### src/rtl/pwq_pkg.sv
package pwq_pkg;
  typedef enum logic [1:0] {
    ST_IDLE  = 2'd0,
    ST_WAIT  = 2'd1,
    ST_COUNT = 2'd2,
    ST_DONE  = 2'd3
  } ctlState_e;

  typedef struct packed {
    logic load;
    logic dec;
  } cntCtl_t;

  localparam logic [1:0] STAT_IDLE  = 2'b00;
  localparam logic [1:0] STAT_ARMED = 2'b01;
  localparam logic [1:0] STAT_FIRED = 2'b10;
endpackage

### src/rtl/pwq_edge_sync.sv
module pwq_edge_sync #(
  parameter int STAGES = 2
) (
  input  logic clk,
  input  logic rst_n,
  input  logic asyncIn,
  output logic level,
  output logic rise,
  output logic fall
);
  logic [STAGES-1:0] chain;
  logic prevLevel;

  generate
    if (STAGES < 2) begin : g_badStages
      initial $error("pwq_edge_sync needs at least two stages");
    end
  endgenerate

  always_ff @(posedge clk or negedge rst_n) begin
    if (!rst_n) begin
      chain     <= '0;
      prevLevel <= 1'b0;
    end else begin
      chain     <= {chain[STAGES-2:0], asyncIn};
      prevLevel <= chain[STAGES-1];
    end
  end

  assign level = chain[STAGES-1];
  assign rise  = level & ~prevLevel;
  assign fall  = ~level & prevLevel;
endmodule

### src/rtl/pwq_ctrl.sv
module pwq_ctrl
  import pwq_pkg::*;
(
  input  logic       clk,
  input  logic       rst_n,
  input  logic       armStrobe,
  input  logic       tickEn,
  input  logic       level,
  input  logic       rise,
  input  logic       fall,
  input  logic       tc,
  output cntCtl_t    ctl,
  output logic [1:0] status
);
  ctlState_e state, stateNext;
  logic active;

  always_comb begin
    active   = (state == ST_COUNT) | ((state == ST_WAIT) & rise);
    ctl.dec  = active & level & tickEn & ~armStrobe;
    ctl.load = armStrobe | fall | ~active;
  end

  always_comb begin
    stateNext = state;
    if (armStrobe) begin
      stateNext = ST_WAIT;
    end else if (tc) begin
      stateNext = ST_DONE;
    end else begin
      unique case (state)
        ST_IDLE:  stateNext = ST_IDLE;
        ST_WAIT:  if (rise) stateNext = ST_COUNT;
        ST_COUNT: if (fall) stateNext = ST_WAIT;
        ST_DONE:  stateNext = ST_DONE;
        default:  stateNext = ST_IDLE;
      endcase
    end
  end

  always_ff @(posedge clk or negedge rst_n) begin
    if (!rst_n) state <= ST_IDLE;
    else        state <= stateNext;
  end

  always_comb begin
    unique case (state)
      ST_WAIT, ST_COUNT: status = STAT_ARMED;
      ST_DONE:           status = STAT_FIRED;
      default:           status = STAT_IDLE;
    endcase
  end

  // a terminal strobe only happens while armed
  assert_fire_armed_R4: assert property (@(posedge clk) disable iff (!rst_n)
    tc |-> (state == ST_WAIT || state == ST_COUNT));

  // no strobe while waiting for a fresh rising edge
  assert_no_partial_R8: assert property (@(posedge clk) disable iff (!rst_n)
    (state == ST_WAIT && !rise) |-> !tc);

  // lockout persists until re-armed
  assert_lockout_R7: assert property (@(posedge clk) disable iff (!rst_n)
    (state == ST_DONE && !armStrobe) |=> (status == STAT_FIRED));
endmodule

### src/rtl/pwq_datapath.sv
module pwq_datapath
  import pwq_pkg::*;
#(
  parameter int CNT_W = 16,
  parameter int WID_W = 8
) (
  input  logic             clk,
  input  logic             rst_n,
  input  cntCtl_t          ctl,
  input  logic [CNT_W-1:0] threshold,
  input  logic [WID_W-1:0] pulseWidth,
  output logic             tc,
  output logic             trigOut
);
  localparam logic [CNT_W-1:0] CNT_ONE = CNT_W'(1);
  localparam logic [WID_W-1:0] WID_ONE = WID_W'(1);

  logic [CNT_W-1:0] cnt;
  logic [WID_W-1:0] widthLeft;
  logic [WID_W-1:0] widthLoad;

  assign tc        = ctl.dec & (cnt <= CNT_ONE);
  assign widthLoad = (pulseWidth == '0) ? WID_ONE : pulseWidth;

  always_ff @(posedge clk or negedge rst_n) begin
    if (!rst_n) begin
      cnt <= '0;
    end else if (ctl.load) begin
      cnt <= threshold;
    end else if (ctl.dec) begin
      cnt <= (cnt == '0) ? '0 : cnt - CNT_ONE;
    end
  end

  always_ff @(posedge clk or negedge rst_n) begin
    if (!rst_n) begin
      widthLeft <= '0;
    end else if (tc) begin
      widthLeft <= widthLoad;
    end else if (widthLeft != '0) begin
      widthLeft <= widthLeft - WID_ONE;
    end
  end

  assign trigOut = (widthLeft != '0);

  // the count moves only when stepped or preset
  assert_hold_R3: assert property (@(posedge clk) disable iff (!rst_n)
    (!ctl.load && !ctl.dec) |=> $stable(cnt));

  // a preset always takes the threshold
  assert_reload_R5: assert property (@(posedge clk) disable iff (!rst_n)
    ctl.load |=> (cnt == $past(threshold)));

  // a strobe always starts the output pulse
  assert_pulse_start_R6: assert property (@(posedge clk) disable iff (!rst_n)
    tc |=> trigOut);
endmodule

### src/rtl/pwq_trigger.sv
module pwq_trigger
  import pwq_pkg::*;
#(
  parameter int CNT_W = 16,
  parameter int WID_W = 8,
  parameter int SYNC_STAGES = 2
) (
  input  logic             clk,
  input  logic             rst_n,
  input  logic             tickEn,
  input  logic             pwmIn,
  input  logic [CNT_W-1:0] threshold,
  input  logic [WID_W-1:0] pulseWidth,
  input  logic             armStrobe,
  output logic             trigOut,
  output logic [1:0]       status
);
  logic    level, rise, fall, tc;
  cntCtl_t ctl;

  pwq_edge_sync #(.STAGES(SYNC_STAGES)) u_sync (
    .clk(clk), .rst_n(rst_n), .asyncIn(pwmIn),
    .level(level), .rise(rise), .fall(fall)
  );

  pwq_ctrl u_ctrl (
    .clk(clk), .rst_n(rst_n), .armStrobe(armStrobe), .tickEn(tickEn),
    .level(level), .rise(rise), .fall(fall), .tc(tc),
    .ctl(ctl), .status(status)
  );

  pwq_datapath #(.CNT_W(CNT_W), .WID_W(WID_W)) u_dp (
    .clk(clk), .rst_n(rst_n), .ctl(ctl), .threshold(threshold),
    .pulseWidth(pulseWidth), .tc(tc), .trigOut(trigOut)
  );
endmodule

### config.mk
export PLATFORM = sky130hd
export DESIGN_NAME = pwq_trigger
export DESIGN_NICKNAME = d
export VERILOG_FILES = /design/src/rtl/pwq_pkg.sv /design/src/rtl/pwq_edge_sync.sv /design/src/rtl/pwq_ctrl.sv /design/src/rtl/pwq_datapath.sv /design/src/rtl/pwq_trigger.sv
export SDC_FILE = /design/constraint.sdc
export NUM_CORES = 1
export LEC_CHECK = 0
export ABC_AREA = 0
export BUFFER_PORTS_ARGS = -buffer_cell sky130_fd_sc_hd__buf_4
export CAP_MARGIN = 20
export CELL_PAD_IN_SITES_DETAIL_PLACEMENT = 1
export CELL_PAD_IN_SITES_GLOBAL_PLACEMENT = 2
export CORE_ASPECT_RATIO = 0.6
export CORE_MARGIN = 5
export CORE_UTILIZATION = 37
export CTS_BUF_LIST = sky130_fd_sc_hd__clkbuf_4 sky130_fd_sc_hd__clkbuf_8 sky130_fd_sc_hd__clkbuf_16
export DETAILED_ROUTE_END_ITERATION = 10
export PLACE_DENSITY = 0.91
export SYNTH_ARGS = -nofsm -noshare
export SYNTH_HDL_FRONTEND = slang
export SYNTH_SLANG_ARGS = --single-unit
### constraint.sdc
create_clock -name clk -period 5.88 [get_ports clk]
set_input_delay 0.588 -clock clk [delete_from_list [all_inputs] [get_ports clk]]
set_output_delay 0.588 -clock clk [all_outputs]
set_load 0.01 [all_outputs]
==> metrics.sh, run 1 <==
STATUS='finished clean'
ASYNC_RESET_FF_SHARE_PCT=100
DRCVIOLATIONCOUNT=0
GRT_FIRST_PASS_WIRELENGTH_MM=9.40
INITIAL_CORE_UTIL_PCT=38.5
LAYOUT_MIN_CYCLE_TIME_NS=2.45
HPWL_AFTER_DPL_MM=4.26
MOST_USED_CELLS_IN_THE_LAYOUT_EXCLUDING_FILL_AND_TAP_CELLS='buf_4, dfrtp_1, nand2_1, nor2_1, o21ai_0'
YOSYSUNIQUECELLTYPES=53
SYNTH-MAIN-FF-CELL='dfrtp_1'
CTS_MADE_BUFFERS=5
FMAXACHIEVABLE_GHz=0.408
CLOCK-SKEW-FINAL_NS=0.00596
MAX_SLEW_MARGIN_PCT=48.9
WORSTREGTOREGCELLS=7
YS_SEQ_ELEMENTS=29
ROUTED_WIRE_LENGTH_PER_INSTANCE_MICRONS=18.2
FINAL_MIN_PERIOD_OVER_CLOCK_PERIOD_PCT=41.7
NUMCLOCKSINKS=29
RRSETUPSLACK_NS=3.54
WORSTSETUPSTARTPOINT='u_dp.widthLeft[4]$_DFFE_PN0P_'
CLK_PIN_SLEW_NS=0.06
MULTIINPUTGATEAREA_SQ_UM=1140
IO_BUFFER_COUNT=31
WORST_PIN_SLEW_NS=0.767
WORSTSETUPSTARTPOINTTYPE='register'
LEAKAGE_nW=0.975
SYNTH_LARGEST_TYPE_AREA_FRACTION_PCT=36.9
GRT_ANTENNA_BEFORE_REPAIR=0
AVGVIACOUNTPERCELL=5.77
DRT_WL_TOTAL_MM=5.73
SYNTHCELLS=219
SHARE_OF_CELLS_ABOVE_DRIVE_STRENGTH_1_PCT=20.9
CRIT_PATH_END='trigOut'
SEQCELLAREA_SQ_UM=726
GP_ROUTABILITY_CONGESTION=0.844
WORSTPATHREQUIRED_NS=5.29
FINALWORSTSETUPSLACK_NS=3.43
DR_TOTAL_VIAS=1819
FINAL_COMMON_CELL='buf_4'
VDD_DROP_MAX_mV=0.127
TIMING.RR.END='u_ctrl.state[1]$_DFFE_PN0P_'
LARGEST_NET_DEGREE_AT_THE_START_OF_GLOBAL_ROUTING=30
LAYOUT-AREA-OVERHEAD-VS-SYNTH_PCT=17.5
FLOORPLAN.IO_PINS=32
GRT_OVERFLOW=0
FIRST_GLOBAL_VIAS=1754
ROWS=20
FIRST_ITER_VIOLATIONS=121
FILLERS=633
HTREE_NUM_LEVELS=2
SYNTH_TOP_CELLS_BY_AREA='dfrtp_1, ha_1, nand2_1'
CRIT_PATH_MAX_FO=8
PLACEMENT.SETUP.WORST_SLACK_NS=3.62
FINALSETUPTNS_NS=0
CLOCK_PATH_BUFFERS=2
CTS_TREE='built'
R2R_START='u_ctrl.state[1]$_DFFE_PN0P_'
TIMING.FINAL.MAX_SLEW_VIOLATIONS=0
CTS_RESIZED=0
POSTCTSSETUPREPAIRBUFS=0
COUNT_OF_FINAL_HOLD_CHECK_VIOLATIONS=0
MAXCAPVIOLATIONS=0
CTS_ROOT_BUFFER_TYPE='clkbuf_8'
HOLDCRITPATHCLASS='primary input to async pin'
FINAL_NETS=285
YOSYS_WARNINGS=0
PLACEABLECOREAREA_SQ_UM=5100
CP.ARRIVAL_NS=1.86
SYNTHDOMINANTAREACELLTYPE='dfrtp_1'
FINALPOWER_mW=0.694
SYN_AREA_SQ_UM=1970
SYNTH_NETS=256
INSERTION_DELAY_NS=0.29
DETAIL-ROUTE-ANTENNA-NETS=0
CTSHOLDBUFFERS=0
RSZ0062_AT_GRT='no'
DIE-WIDTH_MICRONS=104
DIE_HEIGHT_MICRONS=66.5
SYNTH_ENABLE_FLOP_CELLS=0
POST_SYNTH.CELL_AREA_AVG_SQ_UM=8.98
SETUP.WORST_PATH.END_CLASS='output pin'
YS_SEQ_AREA_SHARE_PCT=36.9
SETUP.WORST_PATH.CLASS='register to output pin'
ANTENNA_CELLS=0
DIE-AREA_SQ_UM=6920
PWR_DENSITY_CELL_nW_PER_UM2=301
SETUP_VIOL_COUNT_FINAL=0
DETAIL_ROUTE.FIRST_PASS.ITERATIONS=4
GLOBAL_ROUTE.USAGE.TOTAL_PCT=17.3
-- worst max-delay path, cell delays in order (launching register included) --
cell and delay [ns]:
dfrtp_1 0.41, nor4_1 0.51, nand3_1 0.39, buf_4 0.27
-- through the flow --
stage	cells	instance area, sq um	hold WS [ns]	utilization, %
final	315	2310	0.228	45.2
after global routing	315	2310	0.252	45.2
after CTS	315	2310	0.235	45.2
after detailed placement	307	2220	0.339	43.5
after global placement	307	2220	0.337	43.5
after floorplan	219	1970	0.292	-
-- worst min path at each step --
| stage | startpoint | end | cells after the start |
|---|---|---|---|
| after floorplan | rst_n | u_ctrl.state[0]$_DFFE_PN0P_ | 0 |
| after global routing | rst_n | u_dp.cnt[10]$_DFFE_PN0P_ | 1 |
| after CTS | rst_n | u_dp.cnt[10]$_DFFE_PN0P_ | 1 |
| after detailed placement | u_sync.chain[0]$_DFF_PN0_ | u_sync.chain[1]$_DFF_PN0_ | 0 |
| final | rst_n | u_dp.cnt[9]$_DFFE_PN0P_ | 1 |
| after global placement | u_sync.chain[0]$_DFF_PN0_ | u_sync.chain[1]$_DFF_PN0_ | 0 |
-- synth_stat cells, types with 2 or more instances --
master and instances:
nand2_1 26, xor2_1 3, nor2_1 17, nor4_2 2, o31ai_1 2, inv_1 9, nor3b_1 2, o21ai_0 13
nand2b_1 2, a22oi_1 3, dfrtp_1 29, xnor2_1 3, clkbuf_1 2, a221o_1 4, and2_1 2, a21o_1 3
nand4b_1 2, a21oi_1 9, or3_1 2, o21ai_1 2, nand3_1 12, buf_6 3, a31oi_1 5, buf_2 2
and4_1 2, nand4_1 3, o211ai_1 3, ha_1 8, nor4b_1 3, a221oi_1 2, nor2b_1 2, mux2i_1 2
nor4_1 4, or4_1 2, buf_4 2, nor3_1 10
-- where the power goes --
| part | leakage (nW) | internal [mW] | switching [mW] | total (mW) |
|---|---|---|---|---|
| Sequential | 0.351 | 0.234 | 0.0590 | 0.293 |
| Clock | 0.0498 | 0.0978 | 0.0763 | 0.174 |
| Combinational | 0.575 | 0.102 | 0.125 | 0.227 |
| Total | 0.975 | 0.434 | 0.261 | 0.694 |
-- logic make-up after synthesis --
family,share of synthesized area (%)
flops,36.9
mux,1.59
xor+xnor,2.67
fa+ha+maj,5.09
compound gates,18.7
buf+inv,5.28
simple gates,29.7
-- layer usage --
metal  track usage (%)  up-vias  wire, microns
met5                 0        -              0
met4              5.82        0             59
met3              3.58        8            368
met2              23.7       56           2220
met1              26.6      881           3080
li1                  -      874              -
-- sequential cells by signal (all words and copies together), names as in the netlist --
| register | flops |
|---|---|
| u_ctrl.state | 2 |
| u_sync.prevLevel | 1 |
| u_sync.chain | 2 |
| u_dp.cnt | 16 |
| u_dp.widthLeft | 8 |
-- area by class of cell --
| class | count | area share, % |
|---|---|---|
| sequential | 29 | 31.4 |
| multi-input combinational | 171 | 49.2 |
| timing repair buffer | 32 | 10.4 |
| tap | 66 | 3.58 |
| clock buffer | 8 | 3.95 |
| inverter | 9 | 1.46 |
No activity file was read; power rests on OpenSTA's default activity.
==> inputs of run 2 (changes only) <==
--- a/config.mk
+++ b/config.mk
@@ -12,10 +12,10 @@
 export CELL_PAD_IN_SITES_GLOBAL_PLACEMENT = 2
 export CORE_ASPECT_RATIO = 0.6
 export CORE_MARGIN = 5
-export CORE_UTILIZATION = 37
+export CORE_UTILIZATION = 31
 export CTS_BUF_LIST = sky130_fd_sc_hd__clkbuf_4 sky130_fd_sc_hd__clkbuf_8 sky130_fd_sc_hd__clkbuf_16
 export DETAILED_ROUTE_END_ITERATION = 10
-export PLACE_DENSITY = 0.91
+export PLACE_DENSITY = 0.82
 export SYNTH_ARGS = -nofsm -noshare
 export SYNTH_HDL_FRONTEND = slang
 export SYNTH_SLANG_ARGS = --single-unit
==> constraint.sdc (replaced) <==
create_clock -name clk -period 2 [get_ports clk]
set_input_delay 0.2 -clock clk [delete_from_list [all_inputs] [get_ports clk]]
set_output_delay 0.2 -clock clk [all_outputs]
set_load 0.01 [all_outputs]
==> metrics.sh, run 2 (synthesis results as in run 1) <==
PWR_DENSITY_CELL_nW_PER_UM2=849  # +180%
LARGEST_NET_DEGREE_AT_THE_START_OF_GLOBAL_ROUTING=30  # unchanged
WORST_PIN_SLEW_NS=0.559  # -0.208 ns
CTS_TREE='built'
LARGEST_REGISTER_FF_COUNT=16  # unchanged
SHARE_OF_CELLS_ABOVE_DRIVE_STRENGTH_1_PCT=30.3  # +9.5 points
WORSTPATHREQUIRED_NS=2.17  # -3.12 ns
AVGVIACOUNTPERCELL=5.33  # -7.7%
IO_BUFFER_COUNT=31  # unchanged
LAYOUT_MIN_CYCLE_TIME_NS=1.92
STATUS='finished clean'
DR_TOTAL_VIAS=1870  # +2.8%
SETUP.WORST_PATH.CLASS='register to register'
FINAL_UTIL_PCT=41.9  # -3.3 points
LAYOUT-AREA-OVERHEAD-VS-SYNTH_PCT=30.9
NUMPLACEDINSTANCES=340  # +11%
SETUP.WORST_PATH.END_CLASS='register'
WORSTSETUPSTARTPOINTTYPE='register'
DIE_HEIGHT_MICRONS=71.7  # +7.9%
DIE-WIDTH_MICRONS=113  # +8.4%
INITIAL_CORE_UTIL_PCT=32.0  # -6.5 points
SEQCELLAREA_SQ_UM=727  # +0.17%
CTS_ROOT_BUFFER_TYPE='clkbuf_8'
MOST_USED_CELLS_IN_THE_LAYOUT_EXCLUDING_FILL_AND_TAP_CELLS='buf_4, dfrtp_1, nand2_1, nor2_1, o21ai_0'
FINAL_NETS=304  # +6.7%
HPWL_AFTER_DPL_MM=4.85  # +14%
FILLERS=713  # +13%
LAYOUT.CELL_AREA.NON_FILLER_SQ_UM=2570  # +11%
HOLDCRITPATHCLASS='primary input to register'
GRT_ANTENNA_BEFORE_REPAIR=0  # unchanged
ROWS=22  # +10%
FIRST_ITER_VIOLATIONS=95  # -21%
FLOORPLAN.IO_PINS=32  # unchanged
MAXCAPVIOLATIONS=0  # unchanged
FINAL_MIN_PERIOD_OVER_CLOCK_PERIOD_PCT=96.0
LARGEST-REGISTER='u_dp.cnt'
POSTPLACECELLAREA_SQ_UM=2360  # +6.3%
CRIT_PATH_MAX_FO=5  # -3
LARGESTREGISTERS='u_dp.cnt (16), u_dp.widthLeft (8)'
VDD_DROP_MAX_mV=0.362  # +190%
RSZ0062_AT_GRT='yes'
MULTIINPUTGATEAREA_SQ_UM=1230  # +8.4%
CLOCK_PATH_BUFFERS=2  # unchanged
DRT_WL_TOTAL_MM=6.38  # +11%
GRT_OVERFLOW=0  # unchanged
NUMCLOCKSINKS=29  # unchanged
TIMING.CRITICAL_PATH.BUF_INV=0  # -1
FMAXACHIEVABLE_GHz=0.521
FINAL_COMMON_CELL='buf_4'
COUNT_OF_FINAL_HOLD_CHECK_VIOLATIONS=0  # unchanged
MAX_SLEW_MARGIN_PCT=62.7  # +14 points
ROUTED_WIRE_LENGTH_PER_INSTANCE_MICRONS=18.2  # about the same
GLOBAL_ROUTE.USAGE.TOTAL_PCT=16.3  # -1.0 points
HTREE_NUM_LEVELS=2  # unchanged
FINALPOWER_mW=2.18  # +210%
SETUP_VIOL_COUNT_FINAL=0  # unchanged
TIMING.FINAL.MAX_SLEW_VIOLATIONS=0  # unchanged
CRITPATHTOPFAMILY='simple AND/OR/NAND/NOR gates'
CRIT_SLOWEST_CELL='nor4_4'
CTS_MADE_BUFFERS=5  # unchanged
GRT_FIRST_PASS_WIRELENGTH_MM=10.3  # +9.5%
WORST_PATH_LARGEST_CELL_DELAY_NS=0.48  # -0.03 ns
CLK_PIN_SLEW_NS=0.07  # about the same
PLACEABLECOREAREA_SQ_UM=6140  # +20%
CP.ARRIVAL_NS=2.09  # +0.23 ns
DETAIL-ROUTE-ANTENNA-NETS=0  # unchanged
LEAKAGE_nW=1.07  # +9.9%
INSERTION_DELAY_NS=0.29  # about the same
DRCVIOLATIONCOUNT=0  # unchanged
GP_ROUTABILITY_CONGESTION=0.894  # +5.9%
CLOCK-SKEW-FINAL_NS=0.00740  # +0.00144 ns
FIRST_GLOBAL_VIAS=1977  # +13%
TIMING.CRITICAL_PATH.CELLS='nor4_4 -> nand4_1 -> nand2_1 -> a21oi_1 -> a221o_1'
ANTENNA_CELLS=0  # unchanged
DIE-AREA_SQ_UM=8090  # +17%
LAYOUTNONFILLERINSTCOUNT=351  # +11%
DETAIL_ROUTE.FIRST_PASS.ITERATIONS=4  # unchanged
==> run 2: cell types whose count changed in the layout (fill, tap and decap cells not counted), moves of 2 or more <==
cell and change:
nand3_1 -2, clkbuf_4 -2, nor4b_2 +2, buf_4 +18, nor4_2 +2, nor4_1 -2
nor4b_1 -2
==> run 2: routing by layer <==
layer  global-route usage (%)  share of wire [%]  vias up
met5                        0                  0        -
met4                     4.93               0.58        0
met3                     5.23                5.3        5
met2                     20.7                 39       45
met1                     25.4                 55      920
li1                         -                  -      900
==> run 2: power breakdown <==
part	internal [mW]	leakage (nW)	switching (mW)
Clock	0.286	0.0477	0.230
Sequential	0.691	0.350	0.170
Combinational	0.384	0.674	0.423
Total	1.36	1.07	0.822
==> run 2: worst register-to-register path, delay by kind of cell (launching register included) <==
kind | cells | cell delay, ns
simple gates | 3 | 1.03
flops | 1 | 0.43
compound gates | 2 | 0.34
==> run 2: what timing repair did <==
action,CTS,global route
hold endpoints to repair,29,0
pin swaps,0,2
resized for setup,4,12
endpoints found under the setup margin,5,19
hold buffers,1,0
buffers inserted,0,3
==> run 2: stage by stage <==
step / setup WS [ns] / hold WS [ns] / TNS (ns)
5_1_grt: -0.0376 / 0.00586 / -0.114
2_1_floorplan: 0.144 / -0.0956 / 0
3_5_place_dp: -0.0322 / 0.165 / -0.0446
3_3_place_gp: 0.0480 / 0.160 / 0
6_report: 0.0804 / 0.0223 / 0
4_1_cts: 0.00542 / 0.0122 / 0
==> run 2: final cells by class <==
class                      instances  area share (%)
clock buffer                       7            3.50
inverter                           9            1.31
multi-input combinational        171            47.9
sequential                        29            28.3
tap                               84            4.09
timing repair buffer              51            15.0
==> run 2: final timing paths <==
| kind | from | to | slack, ns | cells after the start |
|---|---|---|---|---|
| max reg2reg | u_dp.cnt[8]$_DFFE_PN0P_ | u_dp.cnt[10]$_DFFE_PN0P_ | 0.08 | 5 |
| max | u_dp.cnt[8]$_DFFE_PN0P_ | u_dp.cnt[10]$_DFFE_PN0P_ | 0.08 | 5 |
| min | pwmIn | u_sync.chain[0]$_DFF_PN0_ | 0.02 | 1 |
| min reg2reg | u_sync.chain[0]$_DFF_PN0_ | u_sync.chain[1]$_DFF_PN0_ | 0.35 | 0 |
| min in group asynchronous | rst_n | u_dp.cnt[5]$_DFFE_PN0P_ | 0.39 | 2 |
| max in group asynchronous | rst_n | u_ctrl.state[0]$_DFFE_PN0P_ | 1.27 | 2 |
==> inputs of run 3 (changes only) <==
--- a/config.mk
+++ b/config.mk
@@ -16,6 +16,7 @@
 export CTS_BUF_LIST = sky130_fd_sc_hd__clkbuf_4 sky130_fd_sc_hd__clkbuf_8 sky130_fd_sc_hd__clkbuf_16
 export DETAILED_ROUTE_END_ITERATION = 10
 export PLACE_DENSITY = 0.82
+export RECOVER_POWER = 50
 export SYNTH_ARGS = -nofsm -noshare
 export SYNTH_HDL_FRONTEND = slang
 export SYNTH_SLANG_ARGS = --single-unit
==> metrics.sh, run 3 (synthesis results as in run 1) <==
LARGEST_NET_DEGREE_AT_THE_START_OF_GLOBAL_ROUTING=30  # unchanged
GRT_ANTENNA_BEFORE_REPAIR=0  # unchanged
CLOCK-SKEW-FINAL_NS=0.00740  # unchanged
GRT_FIRST_PASS_WIRELENGTH_MM=10.3  # unchanged
GLOBAL_ROUTE.USAGE.MET1_PCT=25.4  # unchanged
LAYOUT.CELL_AREA.NON_FILLER_SQ_UM=2570  # about the same
HPWL_AFTER_DPL_MM=4.85  # unchanged
MAX_SLEW_MARGIN_PCT=46.8  # -16 points
SHARE_OF_CELLS_ABOVE_DRIVE_STRENGTH_1_PCT=30.3  # unchanged
LARGEST_REGISTER_FF_COUNT=16  # unchanged
FINALPOWER_mW=2.18  # about the same
WORSTSETUPSTARTPOINTTYPE='register'
DIE-WIDTH_MICRONS=113  # unchanged
FLOORPLAN.IO_PINS=32  # unchanged
TIMING.HOLD.WS_NS=0.0437  # +0.0215 ns
HOLDCRITPATHCLASS='primary input to register'
HTREE_NUM_LEVELS=2  # unchanged
LAYOUTNONFILLERINSTCOUNT=351  # unchanged
GRT_OVERFLOW=0  # unchanged
NUMCLOCKSINKS=29  # unchanged
FMAXACHIEVABLE_GHz=0.521  # unchanged
CTS_TREE='built'
STATUS='finished clean'
COUNT_OF_FINAL_HOLD_CHECK_VIOLATIONS=0  # unchanged
RSZ0062_AT_GRT='yes'
CRIT_SLOWEST_CELL='nor4_4'
GLOBAL_ROUTE.USAGE.TOTAL_PCT=16.3  # unchanged
LEAKAGE_nW=1.07  # about the same
TIMING.CRITICAL_PATH.CELLS='nor4_4 -> nand4_1 -> nand2_1 -> a21oi_1 -> a221o_1'
LAYOUT-AREA-OVERHEAD-VS-SYNTH_PCT=30.7  # about the same
SETUP_VIOL_COUNT_FINAL=0  # unchanged
SETUP.WORST_PATH.CLASS='register to register'
FIRST_GLOBAL_VIAS=1977  # unchanged
LAYOUT_MIN_CYCLE_TIME_NS=1.92  # unchanged
DR_TOTAL_VIAS=1871  # +0.053%
FINAL_MIN_PERIOD_OVER_CLOCK_PERIOD_PCT=96.0  # unchanged
GRT_USE_MET2_PCT=20.7  # unchanged
DETAIL-ROUTE-ANTENNA-NETS=0  # unchanged
DRT_WL_TOTAL_MM=6.39  # about the same
CRIT_PATH_MAX_FO=5  # unchanged
CLK_PIN_SLEW_NS=0.07  # about the same
BUSIEST_LAYER='met1'
FINAL_COMMON_CELL='buf_4'
IO_BUFFER_COUNT=31  # unchanged
FINALSETUPTNS_NS=0  # unchanged
WORST_PATH_LARGEST_CELL_DELAY_NS=0.48  # about the same
VDD_DROP_MAX_mV=0.362  # about the same
PWR_DENSITY_CELL_nW_PER_UM2=849  # about the same
CTS_ROOT_BUFFER_TYPE='clkbuf_8'
INITIAL_CORE_UTIL_PCT=32.0  # unchanged
DIE-AREA_SQ_UM=8090  # unchanged
POSTPLACECELLAREA_SQ_UM=2360  # unchanged
GP_ROUTABILITY_CONGESTION=0.894  # unchanged
ROWS=22  # unchanged
DETAIL_ROUTE.FIRST_PASS.ITERATIONS=4  # unchanged
DIE_HEIGHT_MICRONS=71.7  # unchanged
AVGVIACOUNTPERCELL=5.33  # about the same
WORSTPATHREQUIRED_NS=2.17  # about the same
PLACEABLECOREAREA_SQ_UM=6140  # unchanged
ROUTED_WIRE_LENGTH_PER_INSTANCE_MICRONS=18.2  # about the same
LARGEST-REGISTER='u_dp.cnt'
CLOCK_PATH_BUFFERS=2  # unchanged
MOST_USED_CELLS_IN_THE_LAYOUT_EXCLUDING_FILL_AND_TAP_CELLS='buf_4, dfrtp_1, nand2_1, nor2_1, o21ai_0'
INSERTION_DELAY_NS=0.29  # about the same
CP.ARRIVAL_NS=2.09  # about the same
GLOBALROUTEMET3UTIL_PCT=5.23  # unchanged
ANTENNA_CELLS=0  # unchanged
SETUP.WORST_PATH.END_CLASS='register'
FINAL_NETS=304  # unchanged
DRCVIOLATIONCOUNT=0  # unchanged
NUMPLACEDINSTANCES=340  # unchanged
FIRST_ITER_VIOLATIONS=95  # unchanged
CTS_MADE_BUFFERS=5  # unchanged
TIMING.FINAL.MAX_SLEW_VIOLATIONS=0  # unchanged
LARGESTREGISTERS='u_dp.cnt (16), u_dp.widthLeft (8)'
WORST_PIN_SLEW_NS=0.798  # +0.239 ns
MAXCAPVIOLATIONS=0  # unchanged
==> run 3: cell types whose count changed in the layout (fill, tap and decap cells not counted), sizes merged <==
| cell | previous run | this run |
|---|---|---|
| buf | 50 | 48 |
| clkbuf | 7 | 9 |
==> run 3: through the flow <==
stage	setup WS (ns)	utilization (%)
floorplan	0.144	-
global placement	0.0480	38.4
detailed placement	-0.0322	38.4
CTS	0.00542	40.3
global route	-0.0376	41.9
finish	0.0804	41.9
==> run 3: area by class of cell <==
cell class,count,area [sq um]
fill,713,3570
inverter,9,33.8
tap,84,105
timing repair buffer,51,383
clock buffer,7,90.1
multi-input combinational,171,1230
sequential,29,727
==> run 3: timing repair <==
| item | CTS | global route |
|---|---|---|
| buffers inserted | 0 | 3 |
| endpoints found under the hold margin | 29 | 0 |
| setup endpoints to repair | 5 | 19 |
| hold buffers | 1 | 0 |
| resized for setup | 4 | 12 |
| pin swaps | 0 | 2 |
==> run 3: power by group <==
part	total (mW)	switching, mW	internal [mW]
combinational	0.806	0.423	0.383
clock	0.516	0.230	0.286
sequential	0.861	0.170	0.691
==> run 3: worst max-delay path: cells and delay by family, from the launching register on <==
family / cells / cell delay, ns
AOI/OAI and AO/OA: 2 / 0.34
DFF: 1 / 0.43
and+or+nand+nor: 3 / 1.03
==> run 3: final timing paths <==
kind	from	endpoint	slack, ns	depth (start not counted)
min reg2reg	u_sync.chain[0]$_DFF_PN0_	u_sync.chain[1]$_DFF_PN0_	0.35	0
max in group asynchronous	rst_n	u_ctrl.state[0]$_DFFE_PN0P_	0.89	2
max	u_dp.cnt[8]$_DFFE_PN0P_	u_dp.cnt[10]$_DFFE_PN0P_	0.08	5
min in group asynchronous	rst_n	u_dp.cnt[5]$_DFFE_PN0P_	0.54	2
min	pwmIn	u_sync.chain[0]$_DFF_PN0_	0.04	1
max reg2reg	u_dp.cnt[8]$_DFFE_PN0P_	u_dp.cnt[10]$_DFFE_PN0P_	0.08	5
==> run 3: routing by layer <==
metal / vias to the layer above / wire (microns)
met5: - / 0
met4: 0 / 37
met3: 5 / 339
met2: 45 / 2500
met1: 921 / 3510
li1: 900 / -
